<file path="src/rtl/i2c_rf_pkg.sv">
package i2c_rf_pkg;

    localparam logic [5:0] DEV_PREFIX = 6'b110000;

    typedef enum logic [3:0] {
        ST_IDLE,
        ST_ADDR,
        ST_ADDR_ACK,
        ST_PTR,
        ST_PTR_ACK,
        ST_WDATA,
        ST_WDATA_ACK,
        ST_RDATA,
        ST_RDATA_ACK,
        ST_IGNORE
    } slv_state_e;

endpackage

</file>
<file path="src/rtl/i2c_line_filter.sv">
module i2c_line_filter #(
    parameter int STABLE_CYCLES = 3
) (
    input  logic clk,
    input  logic rst_n,
    input  logic line_in,
    output logic line_out
);
    localparam int CW = $clog2(STABLE_CYCLES + 1);

    logic [1:0]    sync_q;
    logic [CW-1:0] run_cnt;

    always_ff @(posedge clk or negedge rst_n) begin
        if (!rst_n) begin
            sync_q   <= 2'b11;
            run_cnt  <= '0;
            line_out <= 1'b1;
        end else begin
            sync_q <= {sync_q[0], line_in};
            if (sync_q[1] == line_out) begin
                run_cnt <= '0;
            end else if (run_cnt == CW'(STABLE_CYCLES - 1)) begin
                line_out <= sync_q[1];
                run_cnt  <= '0;
            end else begin
                run_cnt <= run_cnt + CW'(1);
            end
        end
    end

    // a new output level must have been present on the synchronised line for two cycles before
    AST_FILTER_SETTLED: assert property (@(posedge clk) disable iff (!rst_n)
        !$stable(line_out) |-> ($past(sync_q[1], 1) == line_out && $past(sync_q[1], 2) == line_out));

endmodule

</file>
<file path="src/rtl/i2c_reg_mem.sv">
module i2c_reg_mem #(
    parameter int AW = 8,
    parameter int DW = 8
) (
    input  logic          clk,
    input  logic          rst_n,
    input  logic          wr_en,
    input  logic [AW-1:0] wr_addr,
    input  logic [DW-1:0] wr_data,
    input  logic [AW-1:0] rd_addr,
    output logic [DW-1:0] rd_data
);
    localparam int DEPTH = 1 << AW;

    logic [DW-1:0] cells [DEPTH];

    always_ff @(posedge clk or negedge rst_n) begin
        if (!rst_n) begin
            for (int i = 0; i < DEPTH; i++) cells[i] <= '0;
        end else if (wr_en) begin
            cells[wr_addr] <= wr_data;
        end
    end

    assign rd_data = cells[rd_addr];

endmodule

</file>
<file path="src/rtl/i2c_regfile_slave.sv">
module i2c_regfile_slave
    import i2c_rf_pkg::*;
#(
    parameter int FILT_CYCLES = 3,
    parameter int TMO_CYCLES  = 3125000,
    parameter int REG_AW      = 8
) (
    input  logic clk,
    input  logic rst_n,
    input  logic scl_in,
    input  logic sda_in,
    input  logic addr_strap,
    output logic sda_oe
);
    localparam int TMO_W = $clog2(TMO_CYCLES + 1);
    localparam int BYTE_W = 8;

    logic [1:0] raw_lines, flt_lines;
    assign raw_lines = {scl_in, sda_in};

    for (genvar g = 0; g < 2; g++) begin : g_filt
        i2c_line_filter #(.STABLE_CYCLES(FILT_CYCLES)) u_flt (
            .clk      (clk),
            .rst_n    (rst_n),
            .line_in  (raw_lines[g]),
            .line_out (flt_lines[g])
        );
    end

    logic scl_f, sda_f, scl_d, sda_d;
    logic scl_rise, scl_fall, start_c, stop_c;
    assign scl_f    = flt_lines[1];
    assign sda_f    = flt_lines[0];
    assign scl_rise = scl_f & ~scl_d;
    assign scl_fall = ~scl_f & scl_d;
    assign start_c  = scl_f & scl_d & sda_d & ~sda_f;
    assign stop_c   = scl_f & scl_d & ~sda_d & sda_f;

    slv_state_e        state, state_n;
    logic [3:0]        bit_cnt, bit_n;
    logic [BYTE_W-1:0] shreg, sh_n;
    logic [REG_AW-1:0] ptr, ptr_n;
    logic              tx_more, more_n;
    logic              mem_we;
    logic [BYTE_W-1:0] mem_rdata;
    logic [TMO_W-1:0]  tmo_cnt;
    logic              tmo_hit, addr_hit;

    assign addr_hit = (shreg[7:1] == {DEV_PREFIX, addr_strap});
    assign tmo_hit  = sda_oe && (tmo_cnt == TMO_W'(TMO_CYCLES - 1));

    i2c_reg_mem #(.AW(REG_AW), .DW(BYTE_W)) u_mem (
        .clk     (clk),
        .rst_n   (rst_n),
        .wr_en   (mem_we),
        .wr_addr (ptr),
        .wr_data (shreg),
        .rd_addr (ptr),
        .rd_data (mem_rdata)
    );

    // next-state and datapath decisions
    always_comb begin
        state_n = state;
        bit_n   = bit_cnt;
        sh_n    = shreg;
        ptr_n   = ptr;
        more_n  = tx_more;
        mem_we  = 1'b0;
        if (tmo_hit) begin
            state_n = ST_IDLE;
        end else if (start_c) begin
            state_n = ST_ADDR;
            bit_n   = '0;
        end else if (stop_c) begin
            state_n = ST_IDLE;
        end else begin
            unique case (state)
                ST_ADDR, ST_PTR, ST_WDATA: begin
                    if (scl_rise) begin
                        sh_n  = {shreg[6:0], sda_f};
                        bit_n = bit_cnt + 4'd1;
                    end else if (scl_fall && bit_cnt == 4'd8) begin
                        bit_n = '0;
                        if (state == ST_ADDR) begin
                            state_n = addr_hit ? ST_ADDR_ACK : ST_IGNORE;
                        end else if (state == ST_PTR) begin
                            ptr_n   = shreg[REG_AW-1:0];
                            state_n = ST_PTR_ACK;
                        end else begin
                            mem_we  = 1'b1;
                            ptr_n   = ptr + REG_AW'(1);
                            state_n = ST_WDATA_ACK;
                        end
                    end
                end
                ST_ADDR_ACK: begin
                    if (scl_fall) begin
                        if (shreg[0]) begin
                            state_n = ST_RDATA;
                            sh_n    = mem_rdata;
                            ptr_n   = ptr + REG_AW'(1);
                            bit_n   = '0;
                        end else begin
                            state_n = ST_PTR;
                        end
                    end
                end
                ST_PTR_ACK, ST_WDATA_ACK: begin
                    if (scl_fall) state_n = ST_WDATA;
                end
                ST_RDATA: begin
                    if (scl_fall) begin
                        if (bit_cnt == 4'd7) begin
                            state_n = ST_RDATA_ACK;
                            bit_n   = '0;
                        end else begin
                            sh_n  = {shreg[6:0], 1'b0};
                            bit_n = bit_cnt + 4'd1;
                        end
                    end
                end
                ST_RDATA_ACK: begin
                    if (scl_rise) begin
                        more_n = ~sda_f;
                    end else if (scl_fall) begin
                        if (tx_more) begin
                            state_n = ST_RDATA;
                            sh_n    = mem_rdata;
                            ptr_n   = ptr + REG_AW'(1);
                        end else begin
                            state_n = ST_IGNORE;
                        end
                    end
                end
                default: ;
            endcase
        end
    end

    // state register
    always_ff @(posedge clk or negedge rst_n) begin
        if (!rst_n) begin
            state   <= ST_IDLE;
            bit_cnt <= '0;
            shreg   <= '0;
            ptr     <= '0;
            tx_more <= 1'b0;
            scl_d   <= 1'b1;
            sda_d   <= 1'b1;
            tmo_cnt <= '0;
        end else begin
            state   <= state_n;
            bit_cnt <= bit_n;
            shreg   <= sh_n;
            ptr     <= ptr_n;
            tx_more <= more_n;
            scl_d   <= scl_f;
            sda_d   <= sda_f;
            tmo_cnt <= sda_oe ? tmo_cnt + TMO_W'(1) : '0;
        end
    end

    // open-drain output decode
    always_comb begin
        unique case (state)
            ST_ADDR_ACK, ST_PTR_ACK, ST_WDATA_ACK: sda_oe = 1'b1;
            ST_RDATA:                              sda_oe = ~shreg[7];
            default:                               sda_oe = 1'b0;
        endcase
    end

    AST_ACK_ON_MATCH: assert property (@(posedge clk) disable iff (!rst_n)
        (state == ST_ADDR_ACK) |-> (shreg[7:1] == {DEV_PREFIX, addr_strap}));

    AST_WRITE_ADVANCE: assert property (@(posedge clk) disable iff (!rst_n)
        mem_we |=> (ptr == $past(ptr) + REG_AW'(1)));

    AST_TIMEOUT_RELEASE: assert property (@(posedge clk) disable iff (!rst_n)
        (sda_oe && tmo_cnt == TMO_W'(TMO_CYCLES - 1)) |=> (!sda_oe && state == ST_IDLE));

    AST_SDA_STEADY_SCL_HIGH: assert property (@(posedge clk) disable iff (!rst_n)
        (scl_f && scl_d && !tmo_hit) |=> $stable(sda_oe));

endmodule

</file>
<file path="config.mk">
export PLATFORM = sky130hd
export DESIGN_NAME = i2c_regfile_slave
export DESIGN_NICKNAME = d
export VERILOG_FILES = /design/src/rtl/i2c_rf_pkg.sv /design/src/rtl/i2c_line_filter.sv /design/src/rtl/i2c_reg_mem.sv /design/src/rtl/i2c_regfile_slave.sv
export SDC_FILE = /design/constraint.sdc
export NUM_CORES = 2
export LEC_CHECK = 0
export ABC_AREA = 1
export BUFFER_PORTS_ARGS = -buffer_cell sky130_fd_sc_hd__buf_2
export CAP_MARGIN = 20
export CORE_ASPECT_RATIO = 0.6
export CORE_MARGIN = 2
export CORE_UTILIZATION = 30
export CTS_BUF_LIST = sky130_fd_sc_hd__clkbuf_8
export CTS_CLUSTER_SIZE = 40
export DETAILED_ROUTE_END_ITERATION = 8
export HOLD_SLACK_MARGIN = 0.1
export PLACE_DENSITY_LB_ADDON = 0.25
export SYNTH_ARGS = -nofsm -noshare
export SYNTH_HDL_FRONTEND = slang
export SYNTH_HIERARCHICAL = 1
export SYNTH_SLANG_ARGS = --single-unit
</file>
<file path="constraint.sdc">
create_clock -name clk -period 3 [get_ports clk]
set_clock_uncertainty 0.2 [all_clocks]
set_input_delay 0.3 -clock clk [delete_from_list [all_inputs] [get_ports clk]]
set_output_delay 0.3 -clock clk [all_outputs]
set_load 0.05 [all_outputs]
</file>
# After elaboration in Yosys (flattened, before gate mapping)
# Index checks and enable logic that the tools add are counted.
[totals]
register_bits = 2107
in_bits = 5
output_inout_bits = 1
elab_cells = 419
[op_classes]
addsub = 5
order_cmp = 2
n_eq_ne = 40
mux = 65
n_bitwise = 18
reduce_logical = 18
[op_table]
columns = ["operator", "n"]
rows = [
  ["2048-bit bitwise mux", 1],
  ["8-bit 2-to-1 mux", 20],
  ["4-bit 2-to-1 mux", 22],
  ["8-bit binary-select mux with 8-bit select", 1],
  ["8-bit demux with 8-bit select", 1],
  ["5-bit != test (second input constant)", 8],
  ["8-bit one-hot mux with 4 select lines", 1],
  ["2-bit != test (second input constant)", 12],
  ["8-bit one-hot mux with 3 select lines", 1],
  ["12-bit AND reduction", 2],
  ["22-bit by 1-bit adder with 22-bit output (second input constant)", 1],
  ["22-bit == test (second input constant)", 1],
  ["22-bit 2-to-1 mux", 1],
  ["4-bit by 3-bit == test with 1-bit output (second input constant)", 5],
  ["4-bit one-hot mux with 5 select lines", 1],
  ["4-bit one-hot mux with 3 select lines", 1],
  ["11-bit AND reduction", 1],
  ["2-bit 2-to-1 mux", 5],
  ["1-bit NOT", 10],
  ["9-bit >= comparator (second input constant)", 1],
  ["9-bit by 1-bit < comparator with 1-bit output (second input constant)", 1],
  ["3-bit != test (second input constant)", 3],
  ["8-bit NOT with 9-bit output", 1],
  ["9-bit AND reduction", 1],
  ["other kinds (23)", 46],
]

# Longest topological paths before layout
[logic_depth]
word_depth = 9
ltp_mapped = 21
ltp_nobuf = 17

# Cells and area by module
# The synthesis kept the hierarchy.
[modules_own_cells]
columns = ["module", "instances", "cells_per_inst", "area_each_um2", "seq_area_each_um2"]
rows = [
  ["i2c_reg_mem", 1, 11567, 92471.2, 51249.2],
  ["i2c_regfile_slave", 1, 513, 3478.3, 1228.7],
  ["i2c_line_filter", 2, 21, 190.2, 128.9],
]

# Least setup slack after synthesis
# Ideal clock, no wire load.
[synth_path]
path_type = "reg2reg"
from = "register scl_d"
to = "register u_mem/cells[1045] in the netlist's numbering"
setup_time_ps = 131
t_arrival_ps = 2321
required_ps = 2669
slack_ps = 348
path_stages_with_launch = 12
path_buffers = 3
period_less_slack_ps = 2652
path_cell_list = "dfstp_2 nand2_1 nor2_1 and3_1 inv_2 buf_2 nor3_2 buf_2 nand2_1 clkbuf_1 nand2_1 o21ai_1"
[synth_between]
elab_chain_cells = 8
elab_cells_between_ends = 15
classes_between = "mux (6); bitwise (8); reduce/logical (1)"
[synth_rtl]
columns = ["element", "line", "source"]
rows = [
  ["start: declaration", "i2c_regfile_slave.sv:30", "logic scl_f, sda_f, scl_d, sda_d;"],
  ["start signal: assignment", "i2c_regfile_slave.sv:158", "scl_d <= scl_f;"],
  ["1-bit AND", "i2c_regfile_slave.sv:35", "assign scl_fall = ~scl_f & scl_d;"],
  ["1-bit logical AND", "i2c_regfile_slave.sv:83", "end else if (scl_fall && bit_cnt == 4'd8) begin"],
  ["1-bit 2-to-1 mux", "i2c_regfile_slave.sv:83", ""],
  ["1-bit 2-to-1 mux", "i2c_regfile_slave.sv:80", "if (scl_rise) begin"],
  ["1-bit 2-to-1 mux", "i2c_regfile_slave.sv:78", "unique case (state)"],
  ["1-bit 2-to-1 mux", "i2c_regfile_slave.sv:75", "end else if (stop_c) begin"],
  ["1-bit 2-to-1 mux (*)", "i2c_regfile_slave.sv:72", "end else if (start_c) begin"],
  ["1-bit 2-to-1 mux (*)", "i2c_regfile_slave.sv:70", "if (tmo_hit) begin"],
  ["named net mem_we", "i2c_regfile_slave.sv:44", "logic mem_we;"],
  ["end signal: indexed assignment", "i2c_reg_mem.sv:21", "cells[wr_addr] <= wr_data;"],
  ["end: declaration", "i2c_reg_mem.sv:15", "logic [DW-1:0] cells [DEPTH];"],
]
# The timed path passes the listed nets; every way through them passes the cells marked *.
# A chain may end at the register's enable or synchronous reset.

# Worst setup path after layout
[layout_path]
from = "register ptr[0]"
to = "register shreg[5]"
[layout_between]
elab_chain_cells = 8
elab_cells_between_ends = 10
classes_between = "mux (9); bitwise (1)"
[layout_rtl]
columns = ["element", "line", "source"]
rows = [
  ["start: declaration", "i2c_regfile_slave.sv:42", "logic [REG_AW-1:0] ptr, ptr_n;"],
  ["start signal: assignment", "i2c_regfile_slave.sv:156", "ptr <= ptr_n;"],
  ["8-bit NOT with 9-bit output (not written as such) (*)", "i2c_reg_mem.sv:25", "assign rd_data = cells[rd_addr];"],
  ["8-bit binary-select mux with 8-bit select (*)", "i2c_reg_mem.sv:25", ""],
  ["8-bit 2-to-1 mux (not written as such) (*) (2 in series)", "i2c_reg_mem.sv:25", ""],
  ["named net mem_rdata[5]", "i2c_regfile_slave.sv:45", "logic [BYTE_W-1:0] mem_rdata;"],
  ["8-bit 2-to-1 mux", "i2c_regfile_slave.sv:127", "if (tx_more) begin"],
  ["8-bit 2-to-1 mux", "i2c_regfile_slave.sv:126", "end else if (scl_fall) begin"],
  ["8-bit 2-to-1 mux", "i2c_regfile_slave.sv:124", "if (scl_rise) begin"],
  ["8-bit one-hot mux with 4 select lines (*)", "i2c_regfile_slave.sv:78", ""],
  ["end signal: assignment", "i2c_regfile_slave.sv:155", "shreg <= sh_n;"],
  ["end: declaration", "i2c_regfile_slave.sv:41", "logic [BYTE_W-1:0] shreg, sh_n;"],
]
# The timed path passes the listed nets; every way through them passes the cells marked *. The select of a mux whose other input is x is not followed.

==> flow_metrics.py <==
metrics = {
    "status": {
        "status": "complete, but fails checks",
        "violations": "setup timing",
    },
    "final_layout": {
        "finalInstanceArea_um2": 117000,
        "final_cells": 16848,
        "fillers": 33292,
        "drive_above_1_share": 0.144,
        "nets": 12394,
        "area_growth_pct": 21.9,
    },
    "power_and_ir_drop": {
        "p_leak_nw": 51.2,
        "peakVddDrop_v": 0.000488,
        "clkPwrFrac": 0.265,
        "p_int_mw": 54.0,
        "power_density_nw_per_um2": 794,
        "comb_power_share": 0.424,
        "p_seq_frac": 0.311,
        "p_sw_mw": 39.2,
        "p_sw_frac": 0.421,
    },
    "routing": {
        "post_drt_wl_per_cell_um": 21.7,
        "ant_nets": 0,
        "vias_per_cell": 5.14,
        "drt_iter0_markers": 10676,
        "dr.pass1.iters": 8,
        "via_count": 86529,
        "routed_wirelength_um": 366000,
        "drc": 0,
    },
    "global_routing": {
        "grt_pass1_wl_um": 533000,
        "grt.overflow.total": 0,
        "grtUsageTotal": 0.212,
        "antenna_found_initial": 18,
        "grt_max_degree": 121,
        "grt_pass1_vias": 79316,
    },
    "synthesis": {
        "synth_nets": 12131,
        "yosys_register_bits": 2107,
        "synth.distinct_cells": 43,
        "synth.area.top_cells": "dfrtp_1 55%, nand2_1 17%, nand3_1 11%",
        "seq_area_frac_synth": 0.547,
        "yosysMostFrequentCell": "nand2_1",
        "netlist_instances": 12122,
        "netlist_top_cells_count": "4469 x nand2_1, 2099 x dfrtp_1, 2053 x nand3_1, 1083 x o21ai_0, 880 x o21ai_1",
        "ys_warn_count": 6,
        "synthDominantCellAreaShare": 0.545,
        "ys.flop_type": "dfrtp_1",
        "syn_area_um2": 96300,
        "yosysTopAreaCell": "dfrtp_1",
        "synth_edf_count": 0,
        "synth_area_per_cell_um2": 7.95,
        "async_flop_share": 1.00,
    },
    "sta": {
        "drv_slew": 0,
        "rsz0062_at_grt": "true",
        "hold_viol": 0,
        "worst_pin_slew_ns": 0.887,
        "fin_ws_ns": -0.239,
        "setup_viol": 17,
        "min_period_ns": 3.24,
        "max-slew-margin-rel": 0.409,
        "fin_crit_sh": 1.08,
        "fmax_mhz": 309,
    },
    "cts": {
        "clk_pin_slew_worst_paths_ns": 0.07,
        "clk_latency_ns": 1.04,
        "cts_buffer_depth": 4,
        "cts_tree": "built",
        "cts_max_level": 5,
        "cts.sinks": 2107,
        "cts_buffers": 322,
        "root_buffer": "clkbuf_8",
    },
    "placed_design": {
        "pre_cts_slack_ns": -0.417,
        "postPlaceCellArea_um2": 106000,
        "io_buffers": 5,
        "dp_hpwl_um": 226000,
        "dp_cells": 16171,
        "place.gp.congestion": 0.878,
    },
    "die": {
        "core_area_um2": 320000,
        "initial_core_util": 0.301,
        "pin_count": 6,
        "die_area_um2": 326000,
        "placement_rows": 161,
        "die_x_um": 736,
        "die_height_um": 443,
    },
    "hold_path": {
        "min_path_type": "reg2reg",
    },
    "worst_setup_path": {
        "crit_type": "reg2reg",
        "cp_common_cell": "nand2_1",
        "slowest_delay_ns": 0.52,
        "worstPathCellList": "buf_6, buf_12, clkbuf_16, buf_12, nand2_1, nand3_1, nand3_1, nand3_1, nand3_2, nand3_2, nand3_1, nand2_1, nand2_1, nand2_1, nand2_1, nor2_1, nor2_1, nand2_1, nand4_1, nand2_1",
        "endpoint_kind": "register",
        "start_kind": "register",
        "crit_arrival_ns": 3.97,
        "crit_buf_inv": 4,
        "crit_required_ns": 3.74,
        "worstPathMaxFanout": 23,
        "cpLargestDelayFamily": "simple AND/OR/NAND/NOR gates",
        "cp_slowest_cell": "dfrtp_4",
    },
    "run": {
        "drv_cap": 0,
    },
}
layer usage:
metal	GRT usage	up-vias	part of all wire
li1	-	40728	-
met1	0.350	41925	0.50
met3	0.0552	427	0.11
met5	0	-	0.00014
met4	0.0432	8	0.019
met2	0.267	3441	0.37
area by class of cell:
| type | count | area, um2 | share of cell area |
|---|---|---|---|
| clock buffers | 406 | 5590 | 0.0476 |
| clock inverters | 141 | 711 | 0.00605 |
| inverters | 98 | 497 | 0.00423 |
| well taps | 4238 | 5300 | 0.0452 |
| repair buffers | 902 | 11000 | 0.0935 |
| multi-input cells | 8952 | 41500 | 0.354 |
| repair inverters | 2 | 27.5 | 0.000235 |
| flip-flops and latches | 2107 | 52800 | 0.449 |
| diodes | 2 | 5.00 | 0.0000426 |
logic make-up (layout without fill, tap and decap cells):
kind of cell | Yosys count | after routing | synth area share
simple gates | 6842 | 6846 | 0.298
flops | 2107 | 2107 | 0.547
other cells | 0 | 2 | 0
fa+ha+maj | 4 | 4 | 0.000520
xor+xnor | 7 | 7 | 0.000636
compound gates | 2094 | 2094 | 0.109
mux | 1 | 1 | 0.000104
buf+inv | 1067 | 1549 | 0.0447
worst reg2reg max path: cells and delay by family (launching register included):
kind / cells / cell delay, ns
DFF: 1 / 0.52
buffers and inverters: 4 / 0.69
and+or+nand+nor: 16 / 1.73
metrics by stage:
step	TNS (ns)	utilization	hold slack, ns	power [mW]
after floorplan	0	-	-0.196	45.5
after global placement	-23.93	0.332	0.147	62.9
after detailed placement	-23.55	0.332	0.148	62.8
after CTS	-1.65	0.354	0.158	88.3
after global routing	-6.05	0.367	0.165	96.8
final	-1.59	0.367	0.158	93.2
cells in the final DEF, fill, tap and decap left out, types with 40 or more instances in the layout:
master,instances
nand2_1,4368
dfrtp_1,2093
nand3_1,1789
o21ai_0,1080
o21ai_1,883
buf_4,522
clkbuf_8,406
nand3_2,230
nor2_1,219
buf_12,200
inv_1,170
a21oi_1,124
buf_6,81
nand2_2,73
nand3_4,40
flip-flops by register name, summed over array words and instances, names as in the netlist:
register               cells
bit_cnt                    4
g_filt.u_flt/line_out      2
g_filt.u_flt/run_cnt       4
g_filt.u_flt/sync_q        4
ptr                        8
scl_d                      1
sda_d                      1
shreg                      8
state                      4
tmo_cnt                   22
tx_more                    1
u_mem/cells             2048
worst paths after layout:
kind / from / endpoint / slack (ns) / depth (start not counted)
setup / recovery: ptr[0] / shreg[5] / -0.24 / 20
hold / removal: g_filt[1].u_flt/sync_q[0] / g_filt[1].u_flt/sync_q[1] / 0.16 / 0
setup reg to reg: ptr[0] / shreg[5] / -0.24 / 20
hold reg to reg: g_filt[1].u_flt/sync_q[0] / g_filt[1].u_flt/sync_q[1] / 0.16 / 0
max in group asynchronous: rst_n / u_mem/cells[473] / 0.49 / 6
min in group asynchronous: rst_n / u_mem/cells[1405] / 0.46 / 4
power groups by stage:
stage	combinational [mW]	sequential [mW]	clock (mW)
final	39.5	29.0	24.7
after global routing	41.3	29.0	26.5
after CTS	34.1	29.0	25.2
after detailed placement	33.4	29.5	0
after global placement	33.4	29.5	0
after floorplan	16.1	29.4	0
repair_timing:
| item | CTS | global route |
|---|---|---|
| setup endpoints to repair | 611 | 1253 |
| pin swaps | 4 | 61 |
| resized for setup | 106 | 534 |
| cloned | 5 | 61 |
| endpoints found under the hold margin | 2112 | 0 |
| hold buffers | 9 | 0 |
| setup buffers | 11 | 46 |
Note: power is estimated with default switching activity, not from simulation.
